File: src/rtl/regport_pkg.sv
package regport_pkg;

    typedef enum logic [1:0] {
        ST_IDLE  = 2'd0,
        ST_READ  = 2'd1,
        ST_WRITE = 2'd2
    } acc_state_e;

    localparam int CMD_W          = 3;
    localparam logic [CMD_W-1:0] CMD_NULL       = 3'b000;
    localparam logic [CMD_W-1:0] CMD_POINT_HIGH = 3'b001;

endpackage

File: src/rtl/regport_fsm.sv
module regport_fsm
    import regport_pkg::*;
#(
    parameter int DW      = 8,
    parameter int AW      = 4,
    parameter int CHW     = 1,
    parameter int BUF_IDX = 8
) (
    input  logic           clk,
    input  logic           rst_n,
    input  logic           ce,
    input  logic           rd,
    input  logic           wr,
    input  logic           dc,
    input  logic [CHW-1:0] ch,
    input  logic [DW-1:0]  wdata,
    input  logic [AW-1:0]  ptr,
    output logic           wr_done,
    output logic           rd_done,
    output logic           done_dc,
    output logic [CHW-1:0] done_ch,
    output logic [AW-1:0]  done_addr,
    output logic [DW-1:0]  done_data
);

    acc_state_e state, state_nx;
    logic acc_rd, acc_wr;

    always_comb begin
        acc_rd = ce && rd && !wr;
        acc_wr = ce && wr && !rd;
    end

    always_comb begin
        state_nx = state;
        unique case (state)
            ST_IDLE: begin
                if (acc_wr)      state_nx = ST_WRITE;
                else if (acc_rd) state_nx = ST_READ;
            end
            ST_READ:  if (!acc_rd) state_nx = ST_IDLE;
            ST_WRITE: if (!acc_wr) state_nx = ST_IDLE;
            default:  state_nx = ST_IDLE;
        endcase
    end

    always_ff @(posedge clk or negedge rst_n) begin
        if (!rst_n) state <= ST_IDLE;
        else        state <= state_nx;
    end

    always_comb begin
        wr_done = 1'b0;
        rd_done = 1'b0;
        unique case (state)
            ST_IDLE:  ;
            ST_READ:  rd_done = !acc_rd;
            ST_WRITE: wr_done = !acc_wr;
            default:  ;
        endcase
    end

    // Access attributes captured every active cycle; the last cycle wins.
    always_ff @(posedge clk or negedge rst_n) begin
        if (!rst_n) begin
            done_dc   <= 1'b0;
            done_ch   <= '0;
            done_addr <= '0;
            done_data <= '0;
        end else if (acc_rd || acc_wr) begin
            done_dc   <= dc;
            done_ch   <= ch;
            done_addr <= dc ? AW'(BUF_IDX) : ptr;
            done_data <= wdata;
        end
    end

    a_r10_one_done: assert property (@(posedge clk) disable iff (!rst_n)
        $onehot0({wr_done, rd_done}));

    a_r10_dual_strobe_idle: assert property (@(posedge clk) disable iff (!rst_n)
        (state == ST_IDLE && ce && rd && wr) |=> (state == ST_IDLE));

endmodule

File: src/rtl/regport_ptr.sv
module regport_ptr
    import regport_pkg::*;
#(
    parameter int DW = 8,
    parameter int AW = 4
) (
    input  logic             clk,
    input  logic             rst_n,
    input  logic             wr_done,
    input  logic             rd_done,
    input  logic             done_dc,
    input  logic [AW-1:0]    done_addr,
    input  logic [DW-1:0]    done_data,
    output logic [AW-1:0]    ptr,
    output logic             cmd_stb,
    output logic [CMD_W-1:0] cmd_code
);

    localparam int LOW_W = AW - 1;

    logic             ctrl_end;
    logic             load;
    logic [CMD_W-1:0] cmd;

    always_comb begin
        ctrl_end = (wr_done || rd_done) && !done_dc;
        load     = wr_done && !done_dc && (done_addr == '0);
        cmd      = done_data[LOW_W +: CMD_W];
    end

    always_ff @(posedge clk or negedge rst_n) begin
        if (!rst_n) begin
            ptr      <= '0;
            cmd_stb  <= 1'b0;
            cmd_code <= '0;
        end else begin
            cmd_stb <= 1'b0;
            if (load) begin
                ptr <= {cmd == CMD_POINT_HIGH, done_data[LOW_W-1:0]};
                if (cmd != CMD_NULL && cmd != CMD_POINT_HIGH) begin
                    cmd_stb  <= 1'b1;
                    cmd_code <= cmd;
                end
            end else if (ctrl_end) begin
                ptr <= '0;
            end
        end
    end

    a_r3_clear_after_ctrl: assert property (@(posedge clk) disable iff (!rst_n)
        (ctrl_end && !load) |=> (ptr == '0));

    a_r6_data_keeps_ptr: assert property (@(posedge clk) disable iff (!rst_n)
        ((wr_done || rd_done) && done_dc) |=> $stable(ptr));

    a_r5_point_high: assert property (@(posedge clk) disable iff (!rst_n)
        (load && cmd == CMD_POINT_HIGH) |=> ptr[AW-1]);

    a_r8_stb_single: assert property (@(posedge clk) disable iff (!rst_n)
        cmd_stb |=> !cmd_stb);

endmodule

File: src/rtl/regport_wbank.sv
module regport_wbank #(
    parameter int DW   = 8,
    parameter int AW   = 4,
    parameter int NCH  = 2,
    parameter int CHW  = 1
) (
    input  logic                       clk,
    input  logic                       rst_n,
    input  logic                       wr_done,
    input  logic [CHW-1:0]             done_ch,
    input  logic [AW-1:0]              done_addr,
    input  logic [DW-1:0]              done_data,
    output logic [NCH*(1<<AW)*DW-1:0]  wreg_flat
);

    localparam int NREG = 1 << AW;

    for (genvar c = 0; c < NCH; c++) begin : g_ch
        for (genvar r = 0; r < NREG; r++) begin : g_reg
            logic [DW-1:0] q;
            always_ff @(posedge clk or negedge rst_n) begin
                if (!rst_n)
                    q <= '0;
                else if (wr_done && done_ch == CHW'(c) && done_addr == AW'(r))
                    q <= done_data;
            end
            assign wreg_flat[(c*NREG + r)*DW +: DW] = q;
        end
    end

    a_r10_no_early_write: assert property (@(posedge clk) disable iff (!rst_n)
        !wr_done |=> $stable(wreg_flat));

endmodule

File: src/rtl/regport_top.sv
module regport_top
    import regport_pkg::*;
#(
    parameter int DW      = 8,
    parameter int AW      = 4,
    parameter int NCH     = 2,
    parameter int BUF_IDX = 8
) (
    input  logic                          clk,
    input  logic                          rst_n,
    input  logic                          bus_ce,
    input  logic                          bus_rd,
    input  logic                          bus_wr,
    input  logic                          bus_dc,
    input  logic                          bus_ch,
    input  logic [DW-1:0]                 bus_wdata,
    output logic [DW-1:0]                 bus_rdata,
    output logic                          bus_rdata_oe,
    input  logic [NCH*(1<<AW)*DW-1:0]     rreg_in,
    output logic [NCH*(1<<AW)*DW-1:0]     wreg_out,
    output logic                          cmd_stb,
    output logic [CMD_W-1:0]              cmd_code
);

    localparam int NREG = 1 << AW;
    localparam int CHW  = (NCH > 1) ? $clog2(NCH) : 1;

    logic [AW-1:0]  ptr;
    logic           wr_done, rd_done, done_dc;
    logic [CHW-1:0] done_ch;
    logic [AW-1:0]  done_addr;
    logic [DW-1:0]  done_data;
    logic [CHW-1:0] ch_sel;
    logic [AW-1:0]  raddr;
    logic [DW-1:0]  rsel;

    assign ch_sel = CHW'(bus_ch);

    regport_fsm #(.DW(DW), .AW(AW), .CHW(CHW), .BUF_IDX(BUF_IDX)) u_fsm (
        .clk(clk), .rst_n(rst_n),
        .ce(bus_ce), .rd(bus_rd), .wr(bus_wr), .dc(bus_dc), .ch(ch_sel),
        .wdata(bus_wdata), .ptr(ptr),
        .wr_done(wr_done), .rd_done(rd_done), .done_dc(done_dc),
        .done_ch(done_ch), .done_addr(done_addr), .done_data(done_data)
    );

    regport_ptr #(.DW(DW), .AW(AW)) u_ptr (
        .clk(clk), .rst_n(rst_n),
        .wr_done(wr_done), .rd_done(rd_done), .done_dc(done_dc),
        .done_addr(done_addr), .done_data(done_data),
        .ptr(ptr), .cmd_stb(cmd_stb), .cmd_code(cmd_code)
    );

    regport_wbank #(.DW(DW), .AW(AW), .NCH(NCH), .CHW(CHW)) u_wbank (
        .clk(clk), .rst_n(rst_n),
        .wr_done(wr_done), .done_ch(done_ch), .done_addr(done_addr),
        .done_data(done_data), .wreg_flat(wreg_out)
    );

    // Read path: the index only moves at the end of an access, so the live
    // value is the one present at the start of the current cycle.
    always_comb begin
        raddr        = bus_dc ? AW'(BUF_IDX) : ptr;
        rsel         = rreg_in[(int'(ch_sel)*NREG + int'(raddr))*DW +: DW];
        bus_rdata_oe = bus_ce && bus_rd;
        bus_rdata    = bus_rdata_oe ? rsel : '0;
    end

    a_r9_quiet_on_write: assert property (@(posedge clk) disable iff (!rst_n)
        (bus_wr && !bus_rd) |-> (!bus_rdata_oe && bus_rdata == '0));

endmodule

File: config.mk
export PLATFORM = sky130hd
export DESIGN_NAME = regport_top
export DESIGN_NICKNAME = d
export VERILOG_FILES = /design/src/rtl/regport_pkg.sv /design/src/rtl/regport_fsm.sv /design/src/rtl/regport_ptr.sv /design/src/rtl/regport_wbank.sv /design/src/rtl/regport_top.sv
export SDC_FILE = /design/constraint.sdc
export NUM_CORES = 1
export LEC_CHECK = 0
export BUFFER_PORTS_ARGS = -buffer_cell sky130_fd_sc_hd__buf_2
export CORE_AREA = 2 2 212 214
export DETAILED_ROUTE_END_ITERATION = 8
export DIE_AREA = 0 0 214 216
export GPL_TIMING_DRIVEN = 0
export PLACE_DENSITY_LB_ADDON = 0.15
export SLEW_MARGIN = 20
export SYNTH_ARGS = -nofsm -noshare
export SYNTH_HDL_FRONTEND = slang
export SYNTH_HIERARCHICAL = 1
export SYNTH_SLANG_ARGS = --single-unit
File: constraint.sdc
create_clock -name clk -period 2.8 [get_ports clk]
set_input_delay 0.56 -clock clk [delete_from_list [all_inputs] [get_ports clk]]
set_output_delay 0.56 -clock clk [all_outputs]
set_load 0.01 [all_outputs]
## Word-level counts from Yosys, hierarchy flattened

Index checks and enable logic that the tools add are counted.
Widths: inputs -> output; s select.

| storage, ports and cells | value |
|---|---|
| register bits | 280 |
| input port bits | 271 |
| word-level logic and storage cells | 133 |

| operators by class | value |
|---|---|
| add/subtract/negate cells | 1 |
| equal/unequal tests | 22 |
| shift-type cells | 1 |
| mux-type cells | 13 |
| bitwise operators | 1 |
| reduce and logical (&&, ||, !) cells | 55 |

Operators with widths:

| cell | count |
|---|---|
| $shiftx 256x10->8 | 1 |
| $logic_and 1x1->1 | 42 |
| $eq 4x4->1 const B | 8 |
| $eq 4x3->1 const B | 4 |
| $mux 4 | 3 |
| $eq 4x2->1 const B | 2 |
| $mux 2 | 4 |
| $mux 8 | 1 |
| $add 5x4->6 | 1 |
| $ne 3x1->1 const B | 2 |
| $pmux 2 s3 | 1 |
| $logic_not 1->1 | 5 |
| $eq 4x1->1 const B | 1 |
| $logic_not 4->1 | 1 |
| $mux 1 | 4 |
| $ne 2x2->1 const B | 2 |
| $eq 3x1->1 const B | 1 |
| $reduce_and 3->1 | 1 |
| $reduce_bool 3->1 | 1 |
| $eq 2x1->1 const B | 1 |
| $eq 2x2->1 const B | 1 |
| $logic_not 2->1 | 1 |
| $logic_or 1x1->1 | 2 |
| $reduce_and 2->1 | 1 |
| 2 further kinds | 2 |

## Depth between registers and ports, before layout

Gate-level depths: netlist of run 1.

| depth | value |
|---|---|
| depth in word-level cells | 8 |
| depth in mapped cells | 8 |

## Hierarchy

Netlist of run 1, hierarchy kept.

By module, submodules not included:

| module | instances | cells an instance | area an instance (sq um) | sequential area each (sq um) |
|---|---|---|---|---|
| regport_wbank | 1 | 594 | 9719.3 | 6406.1 |
| regport_top | 1 | 277 | 2463.6 | 0.0 |
| regport_fsm | 1 | 46 | 684.4 | 400.4 |
| regport_ptr | 1 | 24 | 344.1 | 200.2 |

## Least setup slack after synthesis of run 1

Ideal clock, no wire load.

| timing | value |
|---|---|
| path type | input -> register |
| start | in bus_wr |
| end | reg u_wbank.g_ch[1].g_reg[12].q[0] |
| setup time | 0.125 ns |
| arrival time | 2.403 ns |
| slack | 0.273 ns |
| stages | 6 |
| buffers on the path | 0 |
| cells stage by stage | nand2_1 -> nor2_1 -> nor3b_1 -> nand4_1 -> nor3_2 -> mux2_2 |

| on the way | value |
|---|---|
| cells in the longest elaborated chain, start to end | 6 |

Ends and longest elaborated chain:

| item | RTL line | source |
|---|---|---|
| start, declared | regport_top.sv:13 | `input logic bus_wr,` |
| $logic_and 1x1->1 (2 in series) | regport_fsm.sv:31 | `acc_wr = ce && wr && !rd;` |
| $logic_not 1->1 | n/a |  |
| $mux 1 | regport_fsm.sv:55 | `unique case (state)` |
| via wr_done | regport_top.sv:29 | `logic wr_done, rd_done, done_dc;` |
| $logic_and 1x1->1 (2 in series) | regport_wbank.sv:24 | `else if (wr_done && done_ch == CHW'(c) && done_addr == AW'(r))` |
| end signal, assigned | regport_wbank.sv:25 | `q <= done_data;` |
| end, declared | regport_wbank.sv:20 | `logic [DW-1:0] q;` |

The timed path passes the listed nets, and every way through them passes these cells.
A chain may end at the register's enable or synchronous reset.

## Final worst setup path of run 1

| timing | value |
|---|---|
| start | reg u_ptr.ptr[1] |
| end | out bus_rdata[5] |

| on the way | value |
|---|---|
| cells in the longest elaborated chain, start to end | 4 |

Ends and longest elaborated chain:

| item | RTL line | source |
|---|---|---|
| start, declared | regport_ptr.sv:14 | `output logic [AW-1:0] ptr,` |
| start signal, assigned | regport_ptr.sv:39 | `ptr <= {cmd == CMD_POINT_HIGH, done_data[LOW_W-1:0]};` |
| $mux 4 | regport_top.sv:63 | `raddr = bus_dc ? AW'(BUF_IDX) : ptr;` |
| $add 5x4->6 | regport_top.sv:64 | `rsel = rreg_in[(int'(ch_sel)*NREG + int'(raddr))*DW +: DW];` |
| $shiftx 256x10->8 | regport_top.sv:64 |  |
| $mux 8 | regport_top.sv:66 | `bus_rdata = bus_rdata_oe ? rsel : '0;` |
| end, declared | regport_top.sv:17 | `output logic [DW-1:0] bus_rdata,` |

Every way passes these cells.

==> results.json, run 1 <==
{
  "powerDensity_nw_per_um2": 622,
  "pwr-share-comb_pct": 23.2,
  "drc": 0,
  "r2r_setup_slack_ns": 0.19,
  "ff2ff_path_depth": 4,
  "ys_ff_latch": 280,
  "violations": "setup timing",
  "initial_core_util_pct": 30.1,
  "synth_fp_nets": 1212,
  "ir_drop_mv": 0.492,
  "mostFrequentLayoutCell": "buf_2",
  "grt_max_degree": 87,
  "vias": 10426,
  "netSwitchingFraction_pct": 29.4,
  "finClkSkew_ns": 0.0244,
  "switchingPower_mw": 3.39,
  "wl_um": 52500,
  "multiInputGateArea_um2": 6100,
  "crit_path_start": "u_ptr/ptr[1]",
  "hold_violations": 0,
  "muxShareOfSynthArea_pct": 32.1,
  "synth_edf_count": 0,
  "cts_buffer_depth": 3,
  "netlist_area_um2": 13200,
  "path_class": "reg2out",
  "place_inst": 2075,
  "clockPowerShare_pct": 36.4,
  "fp.coreArea_um2": 43800,
  "design_area_um2": 18500,
  "postLayoutSetupSlackWorst_ns": -0.403,
  "cts_tree": "done",
  "synth_xor_area_share_pct": 0.0663,
  "yosys.area_share.adder_pct": 0,
  "post_dp_cell_area_um2": 16700,
  "insertion_delay_ns": 0.59,
  "setup_tns_ns": -2.74,
  "timing.max_cap.violations": 0,
  "async_reset_ff_share_pct": 100,
  "ys.flop_type": "dfrtp_1",
  "die_area_um2": 46200,
  "cts.sinks": 280,
  "seqPwrFrac_pct": 40.4,
  "syn_inst": 941,
  "setup_viol": 8,
  "avgSynthCellArea_um2": 14.0,
  "ys.warnings.count": 6,
  "status": "complete, but fails checks",
  "grt_first_pass_wirelength_um": 76300,
  "boundaryPins": 540,
  "synth_top_family_by_area": "multiplexers",
  "layout_common_cells": "545 x buf_2, 278 x dfrtp_1, 271 x mux2_2",
  "fp.dieW_um": 214,
  "rsz0062_at_grt": "yes",
  "seq_area_um2": 7010,
  "portBuffers": 539,
  "layout.cells.non_filler": 2157,
  "nFillCells": 4286,
  "numCtsBuffers": 31,
  "rr_startpoint": "u_fsm/state[0]",
  "drtAntennaViolNets": 0,
  "final_util_pct": 42.3,
  "rows": 77,
  "clock-root-buffer": "clkbuf_16",
  "track_usage_pct": 22.1,
  "gp_congestion": 0.959,
  "path_clk_slew_ns": 0.06,
  "synth_seq_area_share_pct": 53.0,
  "cp.arrival_ns": 2.64,
  "rr_endpoint": "u_wbank/g_ch[1].g_reg[13].q[4]",
  "tightest_slew_ns": 0.774,
  "cp.required_ns": 2.24,
  "die_h_um": 216,
  "drive_above_1_share_pct": 65.2,
  "dp_hpwl_um": 40400,
  "synthDistinctLibCells": 51,
  "viasPerCell": 4.83,
  "intPower_mw": 8.14,
  "grt-ovfl-total": 0,
  "end_kind": "output port",
  "grt_antenna_before_repair": 13,
  "syn_to_final_growth_pct": 40.4,
  "dr.first_iter.drc_count": 449,
  "fin_crit_ns": 3.20,
  "finalMaxSlewViolations": 0,
  "maxSlewHeadroom_pct": 48.4,
  "grt_pass1_vias": 11227,
  "route.detailed.wl_per_inst_um": 24.4,
  "fmax_mhz": 312,
  "htree_levels": 1,
  "cp-start-kind": "register",
  "cp-endpoint": "bus_rdata[5]",
  "synth_simple_gate_area_share_pct": 4.96,
  "post-route-period-util_pct": 114,
  "drt_first_pass_iters": 4,
  "nets": 1805,
  "hp-class": "in2reg",
  "leakage_nw": 9.59,
  "synth_compound_area_share_pct": 6.66,
  "cp_max_fo": 6
}
[cells by family after synthesis]
kind of cell,Yosys count
xor gates and xnor gates,1
and+or+nand+nor,103
AOI/OAI and AO/OA,115
muxes,366
DFF,280
buffers and inverters,76
[Yosys cell counts, types with 3 or more instances]
cell type / n / area share, %
buf_6: 11 / 0.94
buf_2: 16 / 0.61
dfrtp_1: 280 / 53
a21oi_1: 9 / 0.34
nand4b_1: 3 / 0.20
a2111oi_0: 8 / 0.53
o211ai_1: 7 / 0.40
o31ai_1: 8 / 0.45
a2111o_1: 7 / 0.60
nand2_1: 16 / 0.45
nand3_1: 5 / 0.19
nor3_1: 10 / 0.38
a22o_1: 5 / 0.33
mux4_2: 15 / 2.6
nor3b_1: 18 / 1.0
a22oi_1: 8 / 0.45
mux2_2: 275 / 23
nor2_1: 10 / 0.28
o22ai_1: 23 / 1.1
clkbuf_1: 40 / 1.1
a211oi_1: 17 / 0.97
mux2_4: 10 / 1.1
o22a_1: 16 / 1.1
buf_4: 7 / 0.40
mux2i_1: 65 / 4.9
or3_1: 3 / 0.14
nor2_2: 12 / 0.57
nor2b_1: 8 / 0.38
[power by group through the flow]
stage	logic [mW]	registers, mW	clock network (mW)
global route	2.88	4.72	4.47
global placement	2.41	4.73	0
floorplan	1.11	4.83	0
finish	2.67	4.66	4.19
detailed placement	2.45	4.74	0
CTS	2.62	4.67	4.31
[final cells by class]
type                    count  share of cell area (%)
plain buffers              73                    2.98
diodes                      7                  0.0944
multi-input cells         585                    32.9
well taps                 592                    3.99
clock buffers              45                    5.01
inverters                   1                  0.0202
repair buffers            562                    16.5
clock inverters            12                   0.742
flip-flops and latches    280                    37.8
[registers in the layout (all words and copies together), names as in the netlist]
name	flops
u_wbank/g_ch.g.q	256
u_fsm/done_data	8
u_fsm/done_addr	4
u_ptr/ptr	4
u_ptr/cmd_code	3
u_fsm/state	2
u_fsm/done_ch	1
u_fsm/done_dc	1
u_ptr/cmd_stb	1
[worst min-delay path by stage]
stage,startpoint,end,depth (start not counted)
after detailed placement,u_fsm/state[0],u_fsm/state[1],1
after global placement,u_fsm/state[1],u_fsm/state[0],1
final,bus_wr,u_fsm/state[0],2
after floorplan,rst_n,u_fsm/done_addr[0],0
after global routing,bus_wdata[4],u_fsm/done_data[4],2
after CTS,bus_wdata[6],u_fsm/done_data[6],2
[metal layers]
layer / track usage (%) / wire (um) / vias up
li1: - / - / 4728
met1: 25.6 / 20200 / 5245
met2: 39.7 / 27000 / 378
met3: 5.79 / 3770 / 73
met4: 6.74 / 1560 / 2
met5: 0 / 9 / -
[through the flow]
step,hold WS [ns],power (mW),setup WS (ns)
finish,0.204,11.5,-0.403
global route,0.188,12.1,-0.473
global placement,0.433,7.14,-4.14
CTS,0.173,11.6,-0.438
detailed placement,0.443,7.19,-0.740
floorplan,0.264,5.95,0.273
[repair_timing]
action                                  4_1_cts  5_1_grt
endpoints found under the setup margin      147       14
setup buffers                                10        4
gates resized for setup                      75       32
endpoints found under the hold margin        51        0
hold buffers                                  1        0
cloned                                        0        5
pin swaps                                    18       24
[critical path: stages (launching register included)]
cell      delay [ns]
dfrtp_1         0.39
buf_6           0.15
buf_12          0.15
buf_12          0.13
mux2_4          0.29
a22oi_2         0.19
a21oi_1         0.11
o211ai_1        0.35
o31ai_1         0.14
buf_2           0.17
Power figures use the tool's default switching activity.
==> run 2, diff against run 1 <==
--- a/config.mk
+++ b/config.mk
@@ -6,9 +6,10 @@
 export NUM_CORES = 1
 export LEC_CHECK = 0
 export BUFFER_PORTS_ARGS = -buffer_cell sky130_fd_sc_hd__buf_2
-export CORE_AREA = 2 2 212 214
+export CORE_AREA = 4 4 205 207
+export CTS_BUF_LIST = sky130_fd_sc_hd__clkbuf_8
 export DETAILED_ROUTE_END_ITERATION = 8
-export DIE_AREA = 0 0 214 216
+export DIE_AREA = 0 0 209 211
 export GPL_TIMING_DRIVEN = 0
 export PLACE_DENSITY_LB_ADDON = 0.15
 export SLEW_MARGIN = 20
==> results.json, run 2 (synthesized netlist as in run 1, its figures left out) <==
{
  "status": "complete, but fails checks",
  "violations": "setup timing",
  "setup_viol": 8,
  "grt-ovfl-total": 0,
  "reg.largest.list": "u_wbank/g_ch.g.q: 256 flops, u_fsm/done_data: 8 flops",
  "finalMaxSlewViolations": 0,
  "portBuffers": 539,
  "vias": 10636,
  "grt_antenna_before_repair": 13,
  "drt_first_pass_iters": 4,
  "insertion_delay_ns": 0.61,
  "layout_common_cells": "545 x buf_2, 278 x dfrtp_1, 275 x mux2_2",
  "maxSlewHeadroom_pct": 36.2,
  "timing.max_cap.violations": 0,
  "dp_hpwl_um": 40900,
  "wl_um": 52800,
  "die_area_um2": 44100,
  "wl_met2_um": 27300,
  "layout.cells.non_filler": 2122,
  "wl_met3_um": 3550,
  "top_register": "u_wbank/g_ch.g.q",
  "route.top_layer_used": "met5",
  "route.detailed.wl_per_inst_um": 24.9,
  "mostFrequentLayoutCell": "buf_2",
  "cts.sinks": 280,
  "path_clk_slew_ns": 0.06,
  "ir_drop_mv": 0.562,
  "numCtsBuffers": 47,
  "cts_buffer_depth": 3,
  "design_area_um2": 18400,
  "track_usage_pct": 23.1,
  "end_kind": "output port",
  "routedLengthMet1_um": 20300,
  "grt_max_degree": 100,
  "postLayoutSetupSlackWorst_ns": -0.435,
  "fmax_mhz": 309,
  "fp.coreArea_um2": 40400,
  "syn_to_final_growth_pct": 39.4,
  "grt_pass1_vias": 11375,
  "finClkSkew_ns": 0.0360,
  "nFillCells": 3913,
  "die_h_um": 211,
  "cts_tree": "done",
  "htree_levels": 2,
  "nets": 1817,
  "hp-class": "in2reg",
  "cp_max_fo": 10,
  "place_inst": 2014,
  "path_class": "reg2out",
  "grt_first_pass_wirelength_um": 76500,
  "post-route-period-util_pct": 116,
  "gp_congestion": 0.989,
  "viasPerCell": 5.01,
  "drc": 0,
  "rsz0062_at_grt": "yes",
  "clock-root-buffer": "clkbuf_8",
  "total_power_mw": 11.1,
  "largest_reg_flops": 256,
  "drive_above_1_share_pct": 65.4,
  "post_dp_cell_area_um2": 16600,
  "rows": 74,
  "powerDensity_nw_per_um2": 601,
  "cp.required_ns": 2.24,
  "fin_crit_ns": 3.24,
  "initial_core_util_pct": 32.7,
  "cp.arrival_ns": 2.68,
  "tightest_slew_ns": 0.957,
  "leakage_nw": 9.60,
  "dr.first_iter.drc_count": 385,
  "boundaryPins": 540,
  "fp.dieW_um": 209,
  "r2r_setup_slack_ns": 0.22,
  "cp-start-kind": "register",
  "hold_violations": 0,
  "drtAntennaViolNets": 0
}
[run 2: changes by cell type in the layout (fill, tap and decap cells not counted), moves of 5 or more]
cell,before,now
a2111oi_4,0,5
a22oi_2,8,2
a22oi_1,0,6
o22ai_1,17,6
clkbuf_8,10,60
clkbuf_16,36,2
inv_1,1,20
o22ai_4,1,9
[run 2: final cells by class]
class,count,area [um2],share of cell area [%]
flip-flops and latches,280,7010,38.1
multi-input cells,585,6230,33.9
repair buffers,557,2970,16.1
clock buffers,60,826,4.48
well taps,532,666,3.61
plain buffers,74,551,2.99
clock inverters,25,141,0.768
diodes,8,20.0,0.109
inverters,1,3.75,0.0204
[run 2: worst paths after layout]
path	from	end	depth (start not counted)
max	u_ptr/ptr[1]	bus_rdata[2]	8
min	bus_wr	u_fsm/state[0]	2
max reg2reg	u_fsm/state[0]	u_wbank/g_ch[1].g_reg[13].q[5]	4
min reg2reg	u_fsm/state[1]	u_fsm/state[0]	1
max in group asynchronous	rst_n	u_ptr/ptr[0]	4
min in group asynchronous	rst_n	u_wbank/g_ch[0].g_reg[2].q[4]	2
[run 2: through the flow]
stage | hold slack (ns) | setup TNS (ns) | setup WS [ns] | utilization [%]
after floorplan | 0.264 | 0 | 0.273 | -
after global placement | 0.433 | -1238.91 | -4.10 | 41.1
after detailed placement | 0.451 | -106.18 | -0.797 | 41.2
after CTS | 0.105 | -3.39 | -0.447 | 44.8
after global routing | 0.127 | -3.89 | -0.558 | 45.6
final | 0.169 | -2.98 | -0.435 | 45.6
[run 2: critical path, cell delays in order, from the launching register on]
cell and delay [ns]:
dfrtp_1 0.39, buf_6 0.15, buf_12 0.15, nand3b_1 0.26, buf_4 0.26, o22ai_1 0.10, a2111oi_2 0.45, o31ai_1 0.13
buf_4 0.18
[run 2: report_power, final]
| part | total [mW] | switching (mW) | leakage, nW | internal [mW] |
|---|---|---|---|---|
| Sequential | 4.67 | 0.267 | 3.83 | 4.41 |
| Clock | 3.71 | 1.69 | 0.570 | 2.02 |
| Combinational | 2.68 | 1.46 | 5.20 | 1.22 |
| Total | 11.1 | 3.41 | 9.60 | 7.65 |
[run 2: what timing repair did]
action                                  in CTS  in global routing
endpoints found under the setup margin     130                 16
endpoints found under the hold margin       65                  0
buffers inserted                             7                  4
pin swaps                                   15                 13
cloned                                       2                  2
hold buffers                                 1                  0
resized for setup                           87                 40
[run 2: per-layer routing]
| metal | track usage, % | vias up |
|---|---|---|
| li1 | - | 4771 |
| met1 | 26.9 | 5370 |
| met2 | 41.2 | 400 |
| met3 | 6.83 | 85 |
| met4 | 7.38 | 10 |
| met5 | 0 | - |
==> run 3, diff against run 2 <==
--- a/config.mk
+++ b/config.mk
@@ -6,13 +6,14 @@
 export NUM_CORES = 1
 export LEC_CHECK = 0
 export BUFFER_PORTS_ARGS = -buffer_cell sky130_fd_sc_hd__buf_2
-export CORE_AREA = 4 4 205 207
+export CELL_PAD_IN_SITES_DETAIL_PLACEMENT = 2
+export CELL_PAD_IN_SITES_GLOBAL_PLACEMENT = 2
+export CORE_MARGIN = 4
+export CORE_UTILIZATION = 32
 export CTS_BUF_LIST = sky130_fd_sc_hd__clkbuf_8
 export DETAILED_ROUTE_END_ITERATION = 8
-export DIE_AREA = 0 0 209 211
 export GPL_TIMING_DRIVEN = 0
 export PLACE_DENSITY_LB_ADDON = 0.15
-export SLEW_MARGIN = 20
 export SYNTH_ARGS = -nofsm -noshare
 export SYNTH_HDL_FRONTEND = slang
 export SYNTH_HIERARCHICAL = 1
==> results.json, run 3 (synthesized netlist as in run 1, its figures left out) <==
{
  "crit_family": "compound AO/OA/AOI/OAI gates",
  "mostFrequentLayoutCell": "buf_2",
  "grt-ovfl-total": 0,
  "cts_tree": "done",
  "drt_first_pass_iters": 4,
  "postLayoutSetupSlackWorst_ns": -0.468,
  "crit_chain": "buf_6 -> buf_12 -> buf_6 -> mux2i_4 -> a211oi_1 -> o22a_1 -> o211ai_1 -> o31ai_1 -> buf_2",
  "cp_num_buf_inv": 4,
  "reg.largest.list": "u_wbank/g_ch.g.q: 256 flops, u_fsm/done_data: 8 flops",
  "cts.sinks": 280,
  "leakage_nw": 9.64,
  "whs_ns": 0.167,
  "syn_to_final_growth_pct": 39.4,
  "drc": 0,
  "grt_max_degree": 122,
  "dp_hpwl_um": 43600,
  "initial_core_util_pct": 32.4,
  "seqPwrFrac_pct": 41.4,
  "status": "complete, but fails checks",
  "grt_pass1_vias": 12065,
  "numCtsBuffers": 49,
  "clockPowerShare_pct": 34.8,
  "drive_above_1_share_pct": 65.9,
  "grt_antenna_before_repair": 18,
  "setup_viol": 8,
  "die_area_um2": 44600,
  "portBuffers": 539,
  "setup_tns_ns": -3.21,
  "layout_common_cells": "546 x buf_2, 278 x dfrtp_1, 273 x mux2_2",
  "track_usage_pct": 24.2,
  "fin_crit_ns": 3.27,
  "path_common_cell": "buf_6",
  "cpPeakStageDelay_ns": 0.37,
  "violations": "setup timing",
  "wl_um": 56800,
  "cp.required_ns": 2.24,
  "gp_congestion": 0.856,
  "cts_buffer_depth": 3,
  "switchingPower_mw": 3.50,
  "nets": 1821,
  "grt_first_pass_wirelength_um": 81100,
  "top_register": "u_wbank/g_ch.g.q",
  "hold_violations": 0,
  "insertion_delay_ns": 0.62,
  "crit_slowest_cell": "dfrtp_1",
  "rsz0062_at_grt": "yes",
  "die_h_um": 211,
  "cp-start-kind": "register",
  "end_kind": "output port",
  "cp.arrival_ns": 2.71,
  "htree_levels": 2,
  "fp.coreArea_um2": 40800,
  "clock-root-buffer": "clkbuf_8",
  "fp.dieW_um": 211,
  "rows": 74,
  "path_clk_slew_ns": 0.06,
  "intPower_mw": 7.79,
  "maxSlewHeadroom_pct": 47.3,
  "ir_drop_mv": 0.432,
  "finalMaxSlewViolations": 0,
  "powerDensity_nw_per_um2": 613,
  "netSwitchingFraction_pct": 31.0,
  "viasPerCell": 5.08,
  "hp-class": "in2reg",
  "fmax_mhz": 306,
  "boundaryPins": 540,
  "dr.first_iter.drc_count": 396,
  "post-route-period-util_pct": 117,
  "finClkSkew_ns": 0.0342,
  "drtAntennaViolNets": 0,
  "largest_reg_flops": 256,
  "pwr-share-comb_pct": 23.8,
  "route.detailed.wl_per_inst_um": 26.7,
  "path_class": "reg2out",
  "cp_max_fo": 10,
  "timing.max_cap.violations": 0,
  "tightest_slew_ns": 0.790,
  "vias": 10805
}
## run 3: cell types whose count changed in the layout (fill, tap and decap cells not counted), sizes merged
| cell | before | now |
|---|---|---|
| clkbuf | 101 | 100 |
| bufinv | 1 | 2 |
| buf | 589 | 593 |
| clkinv | 3 | 7 |
| diode | 8 | 6 |
| clkinvlp | 0 | 1 |
## run 3: cell type report
type,count,area [um2]
Clock inverter,31,201
Tap cell,532,666
Inverter,1,3.75
Antenna cell,6,15.0
Multi-Input combinational cell,585,6180
Buffer,74,542
Timing Repair Buffer,559,2960
Sequential cell,280,7010
Clock buffer,61,840
Fill cell,4199,22400
## run 3: what timing repair did
item	4_1_cts	5_1_grt
endpoints found under the setup margin	184	16
gates resized for setup	71	59
gates cloned	1	2
endpoints found under the hold margin	39	0
pin swaps	9	34
hold buffers	1	0
setup buffers	10	5
## run 3: power by group through the flow
| stage | sequential [mW] | clock, mW | combinational [mW] |
|---|---|---|---|
| 6_report | 4.67 | 3.93 | 2.69 |
| 5_1_grt | 4.73 | 4.27 | 2.88 |
| 4_1_cts | 4.68 | 4.08 | 2.64 |
| 3_5_place_dp | 4.75 | 0 | 2.47 |
| 3_3_place_gp | 4.72 | 0 | 2.42 |
| 2_1_floorplan | 4.83 | 0 | 1.11 |
## run 3: worst paths after layout
kind	start	endpoint	slack, ns	cells after the start
setup / recovery	u_ptr/ptr[1]	bus_rdata[4]	-0.47	9
max in group asynchronous	rst_n	u_wbank/g_ch[1].g_reg[13].q[1]	1.42	3
min in group asynchronous	rst_n	u_wbank/g_ch[0].g_reg[0].q[5]	0.43	2
hold / removal	bus_wdata[3]	u_fsm/done_data[3]	0.17	2
setup reg to reg	u_fsm/state[0]	u_wbank/g_ch[1].g_reg[13].q[1]	0.37	4
hold reg to reg	u_fsm/state[1]	u_fsm/state[0]	0.49	1
## run 3: layer usage
metal / vias to the layer above / global-route usage [%] / part of all wire [%]
met2: 347 / 41.5 / 51
met4: 22 / 5.61 / 1.6
met5: - / 0.431 / 0.29
li1: 4784 / - / -
met3: 76 / 8.51 / 8.0
met1: 5576 / 29.4 / 39
## run 3: stage by stage
stage | instance area, um2 | utilization, % | total power [mW] | cells | setup WS [ns]
after global routing | 18400 | 45.1 | 11.9 | 2127 | -0.546
final | 18400 | 45.1 | 11.3 | 2129 | -0.468
after detailed placement | 16600 | 40.8 | 7.22 | 2014 | -0.850
after global placement | 16600 | 40.6 | 7.14 | 2012 | -4.09
after CTS | 18100 | 44.3 | 11.4 | 2117 | -0.490
after floorplan | 13200 | - | 5.95 | 941 | 0.273
